`src/rtl/pla_pkg.sv`:
```
package pla_pkg;
  function automatic int unsigned and_bits(input int unsigned n_in, input int unsigned n_term);
    return n_term * 2 * n_in;
  endfunction

  function automatic int unsigned or_bits(input int unsigned n_out, input int unsigned n_term);
    return n_out * n_term;
  endfunction

  function automatic int unsigned map_bits(input int unsigned n_in, input int unsigned n_out,
                                           input int unsigned n_term);
    return and_bits(n_in, n_term) + or_bits(n_out, n_term) + n_out;
  endfunction
endpackage

```
`src/rtl/pla_cfg_store.sv`:
```
module pla_cfg_store #(
  parameter int unsigned MAP_W = 39,
  parameter logic [MAP_W-1:0] RESET_MAP = '0
) (
  input  logic             clk,
  input  logic             rst_n,
  input  logic             load_en,
  input  logic             load_bit,
  input  logic             commit,
  output logic [MAP_W-1:0] active_map,
  output logic             cfg_valid
);
  logic [MAP_W-1:0] shadow_q;

  always_ff @(posedge clk or negedge rst_n) begin
    if (!rst_n) begin
      shadow_q   <= '0;
      active_map <= RESET_MAP;
      cfg_valid  <= 1'b0;
    end else begin
      if (load_en) shadow_q <= {shadow_q[MAP_W-2:0], load_bit};
      if (commit) begin
        active_map <= shadow_q;
        cfg_valid  <= 1'b1;
      end
    end
  end

  AST_SHADOW_HOLD: assert property (@(posedge clk) disable iff (!rst_n)
    !load_en |=> $stable(shadow_q));
  AST_LIVE_HOLD: assert property (@(posedge clk) disable iff (!rst_n)
    !commit |=> $stable(active_map));
  AST_COMMIT_COPY: assert property (@(posedge clk) disable iff (!rst_n)
    commit |=> active_map == $past(shadow_q));
  AST_VALID_STICKY: assert property (@(posedge clk) disable iff (!rst_n)
    cfg_valid |=> cfg_valid);
  AST_VALID_ON_COMMIT: assert property (@(posedge clk) disable iff (!rst_n)
    commit |=> cfg_valid);
endmodule

```
`src/rtl/pla_and_plane.sv`:
```
module pla_and_plane #(
  parameter int unsigned N_IN   = 3,
  parameter int unsigned N_TERM = 4,
  localparam int unsigned LIT_W = 2 * N_IN
) (
  input  logic [N_IN-1:0]         x,
  input  logic [N_TERM*LIT_W-1:0] fuses,
  output logic [N_TERM-1:0]       terms
);
  logic [LIT_W-1:0] lits;

  for (genvar i = 0; i < N_IN; i++) begin : g_lit
    assign lits[2*i]   = x[i];
    assign lits[2*i+1] = ~x[i];
  end

  for (genvar t = 0; t < N_TERM; t++) begin : g_term
    // a literal left out (fuse 0) forces its slot to 1
    assign terms[t] = &(lits | ~fuses[t*LIT_W +: LIT_W]);
  end
endmodule

```
`src/rtl/pla_or_xor.sv`:
```
module pla_or_xor #(
  parameter int unsigned N_OUT  = 3,
  parameter int unsigned N_TERM = 4
) (
  input  logic [N_TERM-1:0]       terms,
  input  logic [N_OUT*N_TERM-1:0] or_fuses,
  input  logic [N_OUT-1:0]        inv_fuses,
  output logic [N_OUT-1:0]        y
);
  for (genvar o = 0; o < N_OUT; o++) begin : g_out
    assign y[o] = (|(terms & or_fuses[o*N_TERM +: N_TERM])) ^ inv_fuses[o];
  end
endmodule

```
`src/rtl/pla_core.sv`:
```
module pla_core #(
  parameter int unsigned N_IN   = 3,
  parameter int unsigned N_OUT  = 3,
  parameter int unsigned N_TERM = 4
) (
  input  logic             clk,
  input  logic             rst_n,
  input  logic             in_valid,
  output logic             in_ready,
  input  logic [N_IN-1:0]  in_data,
  output logic             out_valid,
  input  logic             out_ready,
  output logic [N_OUT-1:0] out_data,
  input  logic             cfg_load_en,
  input  logic             cfg_bit,
  input  logic             cfg_commit,
  output logic             cfg_valid
);
  import pla_pkg::*;

  localparam int unsigned AND_W = and_bits(N_IN, N_TERM);
  localparam int unsigned OR_W  = or_bits(N_OUT, N_TERM);
  localparam int unsigned MAP_W = map_bits(N_IN, N_OUT, N_TERM);
  localparam logic [MAP_W-1:0] RST_MAP = {{AND_W{1'b1}}, {(MAP_W-AND_W){1'b0}}};

  logic [MAP_W-1:0]  live_map;
  logic [N_TERM-1:0] terms;
  logic [N_OUT-1:0]  y;
  logic              accept;

  pla_cfg_store #(.MAP_W(MAP_W), .RESET_MAP(RST_MAP)) u_cfg (
    .clk(clk), .rst_n(rst_n), .load_en(cfg_load_en), .load_bit(cfg_bit),
    .commit(cfg_commit), .active_map(live_map), .cfg_valid(cfg_valid)
  );

  pla_and_plane #(.N_IN(N_IN), .N_TERM(N_TERM)) u_and (
    .x(in_data), .fuses(live_map[MAP_W-1 -: AND_W]), .terms(terms)
  );

  pla_or_xor #(.N_OUT(N_OUT), .N_TERM(N_TERM)) u_or (
    .terms(terms), .or_fuses(live_map[N_OUT +: OR_W]),
    .inv_fuses(live_map[N_OUT-1:0]), .y(y)
  );

  assign in_ready = !out_valid || out_ready;
  assign accept   = in_valid && in_ready;

  always_ff @(posedge clk or negedge rst_n) begin
    if (!rst_n) begin
      out_valid <= 1'b0;
      out_data  <= '0;
    end else if (accept) begin
      out_valid <= 1'b1;
      out_data  <= y;
    end else if (out_ready) begin
      out_valid <= 1'b0;
    end
  end

  AST_ACCEPT_GIVES_VALID: assert property (@(posedge clk) disable iff (!rst_n)
    accept |=> out_valid);
  AST_STALL_HOLDS: assert property (@(posedge clk) disable iff (!rst_n)
    out_valid && !out_ready |=> out_valid && $stable(out_data));
  AST_NO_TAKE_WHEN_FULL: assert property (@(posedge clk) disable iff (!rst_n)
    out_valid && !out_ready |-> !in_ready);
endmodule

```
`config.mk`:
```
export PLATFORM = sky130hd
export DESIGN_NAME = pla_core
export DESIGN_NICKNAME = d
export VERILOG_FILES = /design/src/rtl/pla_pkg.sv /design/src/rtl/pla_cfg_store.sv /design/src/rtl/pla_and_plane.sv /design/src/rtl/pla_or_xor.sv /design/src/rtl/pla_core.sv
export SDC_FILE = /design/constraint.sdc
export NUM_CORES = 1
export LEC_CHECK = 0
export BUFFER_PORTS_ARGS = -buffer_cell sky130_fd_sc_hd__buf_2
export CORE_MARGIN = 3
export CORE_UTILIZATION = 37
export DETAILED_ROUTE_END_ITERATION = 12
export GPL_ROUTABILITY_DRIVEN = 0
export SLEW_MARGIN = 20
export SYNTH_ARGS = -nofsm -noshare
export SYNTH_HDL_FRONTEND = slang
export SYNTH_SLANG_ARGS = --single-unit
export TNS_END_PERCENT = 20
```
`constraint.sdc`:
```
create_clock -name clk -period 3.8 [get_ports clk]
set_clock_uncertainty 0.1 [all_clocks]
set_input_delay 0.38 -clock clk [delete_from_list [all_inputs] [get_ports clk]]
set_output_delay 0.38 -clock clk [all_outputs]
set_load 0.02 [all_outputs]
```
==> results of run 1 <==
## cell usage in the layout (no fill, tap or decap), drive strengths merged
| cell type | count |
|---|---|
| clkinv | 2 |
| o41ai | 3 |
| mux2 | 81 |
| nand2 | 8 |
| and4 | 9 |
| or4 | 3 |
| dfstp | 24 |
| nor2 | 1 |
| clkbuf | 12 |
| nor3 | 3 |
| mux2i | 9 |
| dfrtp | 59 |
| nor4b | 3 |
| inv | 2 |
| nor2b | 1 |
| buf | 15 |
| o211ai | 3 |
| or2 | 1 |
| clkinvlp | 2 |
## critical path, stage by stage, from the launching register on
cell	delay, ps
sky130_fd_sc_hd__dfrtp_1	330
sky130_fd_sc_hd__nor2b_1	330
sky130_fd_sc_hd__inv_1	120
sky130_fd_sc_hd__buf_2	180
## cell type report
class / instances / area, um2
multi-input cells: 125 / 1240
inverters: 2 / 7.51
flip-flops and latches: 83 / 2110
repair buffers: 15 / 81.3
well taps: 108 / 135
clock buffers: 12 / 155
fillers: 826 / 5050
clock inverters: 4 / 25.0
## logic make-up after synthesis
family	Yosys count	synth area share, %
AND/OR/NAND/NOR	29	5.58
buffers and inverters	10	1.15
multiplexers	90	29.6
AO/OA/AOI/OAI	6	1.44
flip-flops	83	62.2
## synth_stat cells
library cell               number  area (um2)
sky130_fd_sc_hd__and4_1         9        78.8
sky130_fd_sc_hd__buf_1          4        15.0
sky130_fd_sc_hd__buf_2          1        5.00
sky130_fd_sc_hd__clkbuf_1       3        11.3
sky130_fd_sc_hd__dfrtp_1       59        1480
sky130_fd_sc_hd__dfstp_2       24         631
sky130_fd_sc_hd__inv_1          2        7.51
sky130_fd_sc_hd__mux2_2        81         912
sky130_fd_sc_hd__mux2i_1        9        90.1
sky130_fd_sc_hd__nand2_1        8        30.0
sky130_fd_sc_hd__nor2_1         1        3.75
sky130_fd_sc_hd__nor2b_1        1        6.26
sky130_fd_sc_hd__nor3_1         3        15.0
sky130_fd_sc_hd__nor4b_1        3        26.3
sky130_fd_sc_hd__o211ai_1       3        22.5
sky130_fd_sc_hd__o41ai_1        3        26.3
sky130_fd_sc_hd__or2_2          1        6.26
sky130_fd_sc_hd__or4_1          3        22.5
## power by group
part           switching, mW  internal, mW
clock                  0.305         0.271
combinational          0.206         0.300
sequential             0.181          1.21
total                  0.691          1.79
## flip-flops by register name, indices dropped and copies added (netlist names)
register	count
out_valid	1
u_cfg.active_map	39
u_cfg.cfg_valid	1
u_cfg.shadow_q	39
out_data	3
## metal layers
| metal | vias up | wire length [um] | GRT usage (%) |
|---|---|---|---|
| li1 | 844 | - | - |
| met1 | 936 | 3030 | 17.7 |
| met2 | 21 | 2540 | 18.2 |
| met3 | 9 | 139 | 2.89 |
| met4 | 0 | 108 | 5.52 |
| met5 | - | 0 | 0 |
## how the worst max path moves through the flow
stage | start | end | slack, ps | cells after the start
final | out_valid | in_ready | 2030 | 3
after global routing | out_valid | in_ready | 1930 | 3
after CTS | out_valid | in_ready | 2010 | 3
after detailed placement | in_data[2] | out_data[2] | 1980 | 5
after global placement | in_data[2] | out_data[2] | 1970 | 5
after floorplan | u_cfg.active_map[30] | out_data[0] | 2180 | 4
==> flow_results.org, run 1 <==
** Clocking
- Clock Sinks :: 83
- Post CTS Setup Buffer Count :: 0
- The clock passes through at most 2 buffers.
- CTS-repair resized insts :: 0
- Clock-pin slew was measured on the worst setup and hold paths at 80 ps.
- CTS tree :: done
- Clock buffer count from CTS :: 9
- The clock tree synthesis step divided the H-tree into 3 levels.
- Clock Latency Late Sink :: 350 ps
- The number of hold buffers added after CTS was 0.
- Clock tree synthesis selected as its root buffer the cell sky130_fd_sc_hd__clkbuf_8.

** Place
- Once placement finished, the instance area stood at 3570 um2.
- HPWL after detailed placement :: 3.76 mm
- Input and output buffers added on the ports amount to 15.
- The number of placed instances, taps included, is 333.
- Setup slack after placement :: 1980 ps

** Global route
- Initial antenna violation count :: 0
- Global routing consumed, over all layers together, 12.5% of the routing resources.
- The number of global-route vias before repair was 1,907.
- Summed over all layers, the global routing overflow is 0.
- Maximum number of pins on one net before global-route repair :: 84
- The first global-routing pass estimated 9.91 mm of wire.

** Yosys
- The number of nets in the synthesized netlist is 228.
- Number of flip-flops and latches in the synthesized netlist :: 83
- Instance count of the mapped netlist :: 218
- The synthesized netlist contains 18 unique library cells.
- YS warnings :: 0
- Post-synthesis cell area :: 3390 um2
- Register area share after synthesis :: 62.2%
- Mean post-synth cell area :: 15.5 um2

** Routing
- After detailed routing, the average wire length per cell comes to 16.7 um.
- DRT antenna net count :: 0
- Using the TritonRoute via totals, the vias-per-cell ratio works out to 5.19.
- After detailed routing, the total wire length is 5.82 mm.
- In this run, the number of DRC markers left after iteration 0 of detailed routing was 91.
- Router iterations before antenna repair :: 4
- Number of design rule violations left after detail routing :: 0
- The final route contains 1,810 vias.

** Critical path
- Type of destination of the critical path :: output port
- Class of the most critical setup path :: reg2out
- Origin of the critical flop-to-flop path :: u_cfg.active_map[32]
- Critical path data arrival time :: 1290 ps
- Element type at the critical path start :: flip-flop
- The setup check on the worst reg-to-reg path leaves a slack of 2060 ps.
- Worst r2r dst :: out_data[0]
- Along the worst path, the maximum fanout reaches 5.
- Measured in cells, the most critical reg-to-reg path has a length of 4.
- STA puts the critical path data required time at 3320 ps.

** Power
- Dividing total power by cell area gives a power density of 660 nW/um2.
- Summed over all cells, the static leakage comes to 1.64 nW.
- Across the VDD grid, the largest voltage drop is 0.238 mV.
- Total power for the finished layout comes to 2.48 mW.

** Floorplanning
- Site Rows :: 34
- The total area inside the core boundary comes to 8810 um2.
- For this configuration, the core starts out at a cell density of 38.4%.
- 16 I/O pins were placed.
- The die is 102 um wide.
- Vertical die dimension :: 102 um
- Total Die Area :: 10,300 um2

** Min path
- Type of the tightest min-delay check :: in2async

** Timing
- The number of pins with negative max-slew slack in the final report was 0.
- Hold Slack :: -28.6 ps
- The worst path uses 46.7% of the clock period.
- The worst path meets setup with 2030 ps of slack.
- Setup Viol. Count Final :: 0
- Maximum clock frequency :: 564 MHz
- Final Critical Period :: 1770 ps
- Relative slew margins :: 37.9%
- Setup repair after global routing missed its margin :: false
- Sum Neg Setup Slack :: 0 ps
- For the pin with the worst max-slew slack, the measured transition is 931 ps.
- Final hold vios :: 23

** Finish
- Area delta synth->final :: 10.8%
- Number of diodes added for antenna fixing :: 0
- After the flow finishes, the layout carries non-filler instances totaling 349.
- Number of nets in the finished design :: 246
- The finished cells cover 3750 um2.
- The post-route netlist has 56.4% of its cells at a drive strength greater than 1.
- For this run, the share of the core covered by cells in the final layout is 42.6%.

** Run status
- Violated checks :: negative hold slack
- Run status :: complete, but fails checks

** Flow run
- The tool flagged a number of max-cap violations equal to 0.
Note: power is estimated with default switching activity, not from simulation.
==> inputs of run 2 (changes only) <==
==> constraint.sdc (replaced) <==
create_clock -name clk -period 1.5 [get_ports clk]
set_clock_uncertainty 0.1 [all_clocks]
set_input_delay 0.15 -clock clk [delete_from_list [all_inputs] [get_ports clk]]
set_output_delay 0.15 -clock clk [all_outputs]
set_load 0.02 [all_outputs]
==> flow_results.org, run 2 (synthesis gave the netlist of run 1 again) <==
** Run status
- Violated checks: negative setup slack (was negative hold slack).
- Run status :: complete, but fails checks (unchanged)

** Finish
- The most common cell after layout, fill and taps aside is sky130_fd_sc_hd__mux2_2 (unchanged).
- Largest registers ranked by flip-flop count: u_cfg.active_map x39, u_cfg.shadow_q x39, out_data x3 (unchanged).
- Most used cells in the layout excluding fill and tap cells: sky130_fd_sc_hd__mux2_2, sky130_fd_sc_hd__dfrtp_1, sky130_fd_sc_hd__dfstp_2, sky130_fd_sc_hd__buf_2, sky130_fd_sc_hd__clkbuf_8 (unchanged).
- The fraction of final layout cells sized beyond drive strength 1 came to 57.3% (was 56.4%).
- The post-route cell area was 3940 um2 (was 3750 um2).
- The growth of design area from synthesis to finish is 16.3% (was 10.8%).
- Final Core Density :: 44.7% (was 42.6%)
- Number of diodes added for antenna fixing :: 0 (unchanged)
- Filler instances :: 783 (was 826)
- The final net count is 253 (was 246).

** Critical path
- The critical path start-end classification is reg2reg (was reg2out).
- Cell-by-cell trace of the critical path: mux2i_4, and4_1, or4_1, o211ai_1 (was nor2b_1, inv_1, buf_2).
- Worst stage delay on the critical path :: 560 ps (was 330 ps)
- Crit path required time :: 1670 ps (was 3320 ps)
- The count of buffering cells on the critical path with inverters included is 0 (was 2).
- Element type at the critical path start :: flip-flop (unchanged)
- Critical path data arrival time :: 1840 ps (was 1290 ps)
- The kind of end point of the critical path was a flip-flop (was output port).
- The cell at the slowest stage of the critical path is sky130_fd_sc_hd__dfstp_2 (was sky130_fd_sc_hd__dfrtp_1).
- Highest net fanout along the worst path :: 3 (was 5)
- The cell family with the largest share of critical-path delay was simple AND/OR/NAND/NOR gates (was flip-flops).

** Clocking
- Post CTS Setup Buffer Count :: 0 (unchanged)
- Clock buffer count from CTS :: 9 (unchanged)
- Clock Latency Late Sink :: 350 ps (about the same)
- The maximum clock path buffer count is 2 (unchanged).
- The number of levels in the clock H-tree is 3 (unchanged).
- Clk slew on worst S/H paths :: 90 ps (was 80 ps)
- Root buffer cell :: sky130_fd_sc_hd__clkbuf_8 (unchanged)
- Clock Sinks :: 83 (unchanged)
- CTS tree :: done (unchanged)

** Timing
- The number of pins with negative max-slew slack in the final report came to 0 (unchanged).
- Final Critical Period :: 1670 ps
- Setup Viol. Count Final :: 3 (was 0)
- Maximum clock frequency :: 600 MHz
- The final worst-path setup slack is -167 ps (was 2030 ps).
- Relative slew margins :: 71.0% (was 37.9%)
- Actual transition at the worst max-transition pin :: 435 ps (was 931 ps)
- Setup repair after global routing missed its margin :: true (was false)
- Final worst-path cycle share :: 111%
- Final hold vios :: 0 (was 23)

** Floorplanning
- The standard-cell row count was 34 (unchanged).
- The x dimension of the die was 102 um (unchanged).
- Total Die Area :: 10,300 um2 (unchanged)
- Starting density of the core :: 38.4% (unchanged)
- Core area :: 8810 um2 (unchanged)
- I/O pin cnt :: 16 (unchanged)
- Vertical die dimension :: 102 um (unchanged)

** Global route
- The number of antenna violations at the first check in global routing came to 0 (unchanged).
- Maximum number of pins on one net before global-route repair :: 84 (unchanged)
- The wire length of the first global-routing pass is 9.83 mm (was 9.91 mm).
- The aggregate global-route resource usage is 12.7% (was 12.5%).
- Vias in the first global route :: 1,894 (was 1,907)
- The aggregate global routing overflow was 0 (unchanged).

** Routing
- Router iterations before antenna repair :: 4 (unchanged)
- The violation count after the first detailed-routing iteration was 50 (was 91).
- The final routed wirelength across all metal layers came to 5.85 mm (was 5.82 mm).
- The number of vias per cell after detailed routing was 5.15 (was 5.19).
- The number of remaining DRC errors is 0 (unchanged).
- The number of nets with antenna violations after routing came to 0 (unchanged).
- The overall via count from detail_route was 1,832 (was 1,810).
- Routed len/inst :: 16.4 um (was 16.7 um)

** Place
- Buffers added on ports :: 15 (unchanged)
- The total half-perimeter wirelength after legalization and detailed placement was 3.78 mm (was 3.76 mm).
- Area after DPL :: 3630 um2 (was 3570 um2)

** Min path
- The path type of the worst min-delay path is in2reg (was in2async).

** Power
- The leakage dissipation is 1.71 nW (was 1.64 nW).
- Power per Cell Area :: 1730 nW/um2 (was 660 nW/um2)
- Maximum ir drop on the vdd rail :: 1.19 mV (was 0.238 mV)

** Flow run
- The max capacitance violation total is 0 (unchanged).
[run 2: cell types whose count changed in the layout (fill, tap and decap cells not counted), sizes merged]
cell         before  now
buf              15   18
clkinv            2    0
clkinvlp          2    1
bufinv            0    3
dlygate4sd3       0    4
[run 2: final cells by class]
cell class	instances	area (um2)	share of cell area [%]
inverters	2	7.51	0.191
repair buffers	22	178	4.51
flip-flops and latches	83	2110	53.5
clock buffers	12	145	3.69
clock inverters	4	97.6	2.48
multi-input cells	125	1270	32.2
well taps	108	135	3.43
[run 2: what timing repair did]
| action | in CTS | in global routing |
|---|---|---|
| endpoints found under the hold margin | 61 | 0 |
| pin swaps | 4 | 2 |
| gates resized for setup | 2 | 4 |
| hold buffers | 4 | 0 |
| endpoints found under the setup margin | 4 | 5 |
[run 2: worst reg2reg max path: stages, from the launching register on]
cell,delay (ps)
sky130_fd_sc_hd__dfstp_2,560
sky130_fd_sc_hd__mux2i_4,80
sky130_fd_sc_hd__and4_1,190
sky130_fd_sc_hd__or4_1,490
sky130_fd_sc_hd__o211ai_1,170
[run 2: path summary, 6_finish.rpt]
kind	start	endpoint	slack, ps	cells past startpoint
max reg2reg	u_cfg.active_map[26]	out_data[2]	-170	4
min	cfg_commit	u_cfg.cfg_valid	210	3
max	u_cfg.active_map[26]	out_data[2]	-170	4
max in group asynchronous	rst_n	u_cfg.active_map[33]	670	3
min in group asynchronous	rst_n	u_cfg.shadow_q[9]	260	3
min reg2reg	u_cfg.cfg_valid	u_cfg.cfg_valid	380	1
[run 2: power by group]
part	internal, mW	switching, mW	leakage, nW
Clock	1.15	0.766	0.117
Combinational	0.813	0.530	0.614
Sequential	3.08	0.486	0.981
[run 2: layer usage]
metal  global-route usage (%)  share of wire [%]
met2                     17.1                 43
met4                     5.52                2.1
met3                     4.20                3.9
met1                     18.6                 51
met5                        0                  0
[run 2: through the flow]
stage          hold WS (ps)  total power [mW]  worst slack [ps]  instances  setup TNS, ps
2_1_floorplan          -246              4.43             -89.2        218           -268
3_3_place_gp            116              4.88              -168        336           -483
3_5_place_dp            120              4.92              -173        336           -513
4_1_cts                 197              6.89              -183        356           -517
5_1_grt                 226              7.23              -245        356           -690
6_report                213              6.83              -167        356           -475
